### config.mk
export PLATFORM = sky130hd
export DESIGN_NAME = clkdiv_tick
export DESIGN_NICKNAME = d
export VERILOG_FILES = /design/src/rtl/clkdiv_tick_pkg.sv /design/src/rtl/clkdiv_prescale.sv /design/src/rtl/clkdiv_bindiv.sv /design/src/rtl/clkdiv_tick.sv
export SDC_FILE = /design/constraint.sdc
export NUM_CORES = 1
export LEC_CHECK = 0
export ABC_CLOCK_PERIOD_IN_PS = 1700
export BUFFER_PORTS_ARGS = -buffer_cell sky130_fd_sc_hd__buf_2
export CELL_PAD_IN_SITES_DETAIL_PLACEMENT = 1
export CELL_PAD_IN_SITES_GLOBAL_PLACEMENT = 1
export CORE_MARGIN = 3
export CORE_UTILIZATION = 42
export DETAILED_ROUTE_END_ITERATION = 10
export MAX_ROUTING_LAYER = met4
export PLACE_DENSITY_LB_ADDON = 0.1
export SYNTH_ARGS = -nofsm -noshare
export SYNTH_HDL_FRONTEND = slang
export SYNTH_SLANG_ARGS = --single-unit
export TNS_END_PERCENT = 30
### constraint.sdc
create_clock -name clk -period 1.7 [get_ports clk]
set_input_delay 0.255 -clock clk [delete_from_list [all_inputs] [get_ports clk]]
set_output_delay 0.255 -clock clk [all_outputs]
set_load 0.005 [all_outputs]
### src/rtl/clkdiv_tick_pkg.sv
package clkdiv_tick_pkg;
  localparam int CFG_W    = 8;
  localparam int CODE_W   = 2;
  localparam int EXP_W    = 3;
  localparam int EN_BIT   = 7;
  localparam int EXP_LSB  = CODE_W;
  localparam int PRE_CW   = CODE_W + 1;
  localparam int BIN_CW   = (1 << EXP_W) - 1;

  typedef struct packed {
    logic              en;
    logic [EXP_W-1:0]  expo;
    logic [CODE_W-1:0] code;
  } div_cfg_t;
endpackage

### src/rtl/clkdiv_prescale.sv
module clkdiv_prescale #(
  parameter int CODE_W = 2,
  parameter int CNT_W  = CODE_W + 1
) (
  input  logic              clk,
  input  logic              rst,
  input  logic              clr,
  input  logic              run,
  input  logic [CODE_W-1:0] code,
  output logic [CNT_W-1:0]  cnt,
  output logic              pulse
);
  // odd length 2*code+1: terminal count is 2*code
  logic [CNT_W-1:0] last;
  assign last  = {code, 1'b0};
  assign pulse = run && (cnt == last);

  always_ff @(posedge clk) begin
    if (rst || clr || !run) cnt <= '0;
    else if (pulse)         cnt <= '0;
    else                    cnt <= cnt + 1'b1;
  end
endmodule

### src/rtl/clkdiv_bindiv.sv
module clkdiv_bindiv #(
  parameter int EXP_W = 3,
  parameter int CNT_W = (1 << EXP_W) - 1
) (
  input  logic             clk,
  input  logic             rst,
  input  logic             clr,
  input  logic             run,
  input  logic             step,
  input  logic [EXP_W-1:0] expo,
  output logic             done
);
  logic [CNT_W-1:0] cnt;
  logic [CNT_W-1:0] last;

  // terminal count 2^n - 1 as a thermometer mask
  always_comb begin
    for (int i = 0; i < CNT_W; i++) last[i] = (i < int'(expo));
  end

  assign done = step && (cnt == last);

  always_ff @(posedge clk) begin
    if (rst || clr || !run) cnt <= '0;
    else if (done)          cnt <= '0;
    else if (step)          cnt <= cnt + 1'b1;
  end
endmodule

### src/rtl/clkdiv_tick.sv
module clkdiv_tick
  import clkdiv_tick_pkg::*;
(
  input  logic             clk,
  input  logic             rst,
  input  logic [CFG_W-1:0] cfg_in,
  input  logic             cfg_wr,
  output logic             tick_o
);
  div_cfg_t          cfg_q;
  logic [PRE_CW-1:0] pre_cnt;
  logic              pre_pulse;
  logic              bin_done;
  logic              unused_cfg;

  assign unused_cfg = ^cfg_in[EN_BIT-1:EXP_LSB+EXP_W];

  always_ff @(posedge clk) begin
    if (rst)         cfg_q <= '0;
    else if (cfg_wr) cfg_q <= '{en:   cfg_in[EN_BIT],
                               expo: cfg_in[EXP_LSB +: EXP_W],
                               code: cfg_in[CODE_W-1:0]};
  end

  clkdiv_prescale #(.CODE_W(CODE_W), .CNT_W(PRE_CW)) u_pre (
    .clk(clk), .rst(rst), .clr(cfg_wr), .run(cfg_q.en),
    .code(cfg_q.code), .cnt(pre_cnt), .pulse(pre_pulse)
  );

  clkdiv_bindiv #(.EXP_W(EXP_W), .CNT_W(BIN_CW)) u_bin (
    .clk(clk), .rst(rst), .clr(cfg_wr), .run(cfg_q.en),
    .step(pre_pulse), .expo(cfg_q.expo), .done(bin_done)
  );

  always_ff @(posedge clk) begin
    if (rst || cfg_wr) tick_o <= 1'b0;
    else               tick_o <= bin_done;
  end
endmodule

## Word-level counts from Yosys, hierarchy flattened

Cells that the tools add are included.

- Register bits after elaboration: 17
- Output and inout port bits: 1
- Logic and storage cells: 24

- Add/subtract/negate cells: 2
- $lt $le $gt $ge: 7
- Equal/unequal tests: 2
- Reduce and logical (&&, ||, !) cells: 7

Operator list:

| operator | number |
|---|---|
| $lt 3x3->1 const A | 3 |
| $add 7x1->7 const B | 1 |
| $eq 7x7->1 | 1 |
| $lt 1x3->1 const A | 2 |
| $lt 2x3->1 const A | 2 |
| $reduce_or 2->1 | 2 |
| $add 3x1->3 const B | 1 |
| $eq 3x3->1 | 1 |
| $logic_and 1x1->1 | 2 |
| $logic_or 1x1->1 | 2 |
| $logic_not 1->1 | 1 |

## Depth between registers and ports, before layout

- Depth after elaboration: 4
- Mapped depth: 5
- Gate-level depth less buffers: 5

## Hierarchy

From an unflattened synthesis, not the netlist that was laid out.

- Cell total of the unflattened synthesis: 93
- Area, all modules: 893.4 µm²

By module, submodules not included:

| module | instances | cells each | area an instance (µm²) | sequential area each (µm²) |
|---|---|---|---|---|
| clkdiv_bindiv | 1 | 58 | 510.5 | 140.1 |
| clkdiv_tick | 1 | 21 | 241.5 | 140.1 |
| clkdiv_prescale | 1 | 14 | 141.4 | 60.1 |

## Least setup slack after synthesis

Ideal clock, no wire load.

- Path type: reg-to-reg
- Start point: register cfg_q[1] (netlist bit)
- End point: register tick_o
- Library setup time: 0.062 ns
- Arrival time: 1.302 ns
- Data required time: 1.638 ns
- Setup slack: 0.337 ns
- Cell stages (with the launch flop): 5
- Buffers on the path: 0
- Path through: dfxtp_1 xor2_2 nor3_4 a21boi_4 and4_1

- Word-level cells in the longest chain between the ends: 3

RTL lines:

| item | RTL line | RTL |
|---|---|---|
| start: declaration | clkdiv_tick.sv:10 | `div_cfg_t cfg_q;` |
| start signal: assignment | clkdiv_tick.sv:20 | `else if (cfg_wr) cfg_q <= '{en: cfg_in[EN_BIT],` |
| $eq 3x3->1 | clkdiv_prescale.sv:16 | `assign pulse = run && (cnt == last);` |
| $logic_and 1x1->1 | clkdiv_prescale.sv:16 |  |
| $logic_and 1x1->1 | clkdiv_bindiv.sv:21 | `assign done = step && (cnt == last);` |
| end signal: assignment | clkdiv_tick.sv:37 | `else tick_o <= bin_done;` |
| end: declaration | clkdiv_tick.sv:8 | `output logic tick_o` |

No other way between the ends.
A chain may end at the register's enable or synchronous reset.

## Final worst setup path

- Start point: register cfg_q[3] (netlist bit)
- End point: register u_bin.cnt[2]

- Word-level cells in the longest chain between the ends: 4
- Elaborated cells on any way between the ends: 10

RTL lines:

| item | RTL line | RTL |
|---|---|---|
| $lt 1x3->1, or another cell as far along | clkdiv_bindiv.sv:18 | `for (int i = 0; i < CNT_W; i++) last[i] = (i < int'(expo));` |
| $eq 7x7->1 * | clkdiv_bindiv.sv:21 |  |
| $logic_and 1x1->1 * | clkdiv_bindiv.sv:21 |  |
| $reduce_or 2->1 (no source line) * | - |  |
| end signal: assignment | clkdiv_bindiv.sv:26 | `else if (step) cnt <= cnt + 1'b1;` |
| end: declaration | clkdiv_bindiv.sv:13 | `logic [CNT_W-1:0] cnt;` |

Mark *: on every way between the ends. The rest lies on a longest branch, timed or not.

==> reports/results.txt <==
CTS tree - yes
H-tree levels - 1
WL/cell - 15.89 um
final wirelength - 2050 um
Cell Chain, Critical Path - nor4b_1, o21ai_0, nand3_2, a311oi_1
synth top area cells - dfxtp_1 (38%), mux2i_1 (7.7%), xnor2_1 (7.7%)
unrepaired setup endpoints after global routing - no
post-route ant nets - 0
leakage power - 0.3501 nW
Yosys top cell by area - dfxtp_1
Yosys warning total - 0
CTS Buffer Depth - 2
hpwl dp - 1530 um
Initial Utilization - 45.25%
Startpoint Class - register
sequential share of the synthesized area - 37.57%
vias in the first global route - 759
Die Footprint - 0.002750 mm2
Slew @ Worst Pin - 0.4106 ns
Area Overhead vs Synth - 12.15%
Root Driver - clkbuf_4
Critical Path AT - 1.68 ns
global-route wire length before repair - 3663 um
share of cells above drive strength 1 - 21.57%
GRT Overall Usage - 18.78%
worst hold stages - 3
min Tclk post-route - 1.476 ns
FF+latch count, synth - 17
row cnt - 16
largest net degree at the start of global routing - 13
Max Slew Vio Count - 0
count leader, synth - dfxtp_1
ANT cells - 0
Hold Startpoint - cfg_in[4]
Mapped Area - 905.9 um2
CP Max Fanout - 9
CP max stage delay - 0.51 ns
Commonest cells post-synth - dfxtp_1 (17), nor2_1 (8), xnor2_1 (8)
fmax - 0.6773 GHz
Pwr Density - 718.5 mW/mm2
r2r endpoint - u_bin.cnt[2]
drt initial violations - 12
initial antenna violation count - 0
total gr overflow - 0
Vias/cell - 5.915
WP data required - 1.90 ns
Hold Path Class - in -> reg
Worst-Skew Late Latency - 0.29 ns
Residual DRC - 0
Clk pin slew, worst setup/hold paths - 0.10 ns
Post-synth EDFFs - 0
vias - 763
Slew headroom - 72.60%
Syn Nets - 104
endpoints failing hold - 0
FFs w/ async S/R, synth - 0%
Clock Skews - 0.003689 ns
Critical-path top delay cell - dfxtp_1
Mapped Cells - 91
nets - 116
Final TNS setup - 0 ns
Chip Height - 52.44 um
core footprint - 0.002002 mm2
Avg Cell Area, Syn - 9.955 um2
Synth Flop Type - dfxtp_1
post-synth top area share - 37.57%
DR pass1 iterations - 4
hold worst-path end - cfg_q[4]
CTS sink count - 17
# setup viols final - 0
Die Width - 52.44 um
Worst R2R Start - cfg_q[3]
Max-cap violations - 0
r2r worst-path depth - 4
worst vdd ir - 0.0005114 V
crit end category - register
setup bufs post-CTS - 0
Layout Utilization - 50.75%
Final GP Congestion - 0.7244
Setup Crit Path Kind - reg -> reg
outcome - completed
flop2flop setup slack - 0.22 ns
fin crit share - 86.85%
Unique masters post-synth - 29
number of buffers added on ports - 9
cts bufs inserted - 3
Top Ports - 12
[critical path, delay by kind of cell, from the launching register on]
family | cells | cell delay, ns
AO/OA/AOI/OAI | 2 | 0.55
flip-flops | 1 | 0.51
AND/OR/NAND/NOR | 2 | 0.33
[layout make-up]
cell class                      count  area (um2)
Clock buffer                        4       26.28
Tap cell                           27       33.78
Timing Repair Buffer               12       67.56
Multi-Input combinational cell     69       546.8
Sequential cell                    17       341.6
Fill cell                         236       985.9
[per-stage QoR]
stage                     worst slack, ns  hold slack (ns)  power (mW)  cells  instance area [um2]
after floorplan                    0.3366           0.3274      0.4902     91                905.9
after global placement             0.2323           0.4883      0.5175    125                983.4
after detailed placement          0.09210           0.5020      0.5228    125                983.4
after CTS                         0.05883           0.1902      0.7435    129                 1010
after global routing              0.04018           0.2212      0.7693    129                 1016
final                              0.2235           0.1978      0.7300    129                 1016
[power breakdown]
group          leakage (nW)  switching [mW]  internal, mW
Clock                0.0150           0.124        0.0913
Combinational         0.197          0.0500        0.0395
Sequential            0.139          0.0169         0.408
[how the worst max path moves through the flow]
stage                  start            to  slack [ns]  cells after the start
global route        cfg_q[3]  u_bin.cnt[2]        0.04                      4
detailed placement  cfg_q[4]        tick_o        0.09                      4
floorplan           cfg_q[1]        tick_o        0.34                      4
global placement    cfg_q[4]        tick_o        0.23                      4
finish              cfg_q[3]  u_bin.cnt[2]        0.22                      4
CTS                 cfg_q[4]        tick_o        0.06                      4
[logic make-up after synthesis]
group / after synthesis / share of synthesized area (%)
simple gates: 34 / 23.07
flops: 17 / 37.57
compound gates: 16 / 14.92
xor+xnor: 10 / 11.33
mux: 7 / 7.735
buf+inv: 5 / 2.623
fa+ha+maj: 2 / 2.762
[what timing repair did]
action	4_1_cts	5_1_grt
setup endpoints to repair	0	8
resized for setup	0	2
hold buffers	0	0
[routing by layer]
layer	GRT usage, %	up-vias	wire length, um
li1	-	375	-
met1	23.86	376	953
met2	29.34	8	1020
met3	3.419	4	48
met4	7.660	0	27
met5	-	-	0
[sequential cells by signal (all words and copies together), names as in the netlist]
signal     count
u_bin.cnt      7
cfg_q          6
u_pre.cnt      3
tick_o         1
[layout by cell type (no fill, tap or decap), types with 3 or more instances in the layout]
cell      Yosys  routed
nor3_1        5       5
a311oi_1      7       7
clkbuf_4      0       3
mux2i_1       7       7
nand3_1       5       4
xnor2_1       8       8
buf_4         0       3
buf_2         3       9
dfxtp_1      17      16
nor4_1        5       5
nor2_1        8       8
No activity file was read; power rests on OpenSTA's default activity.
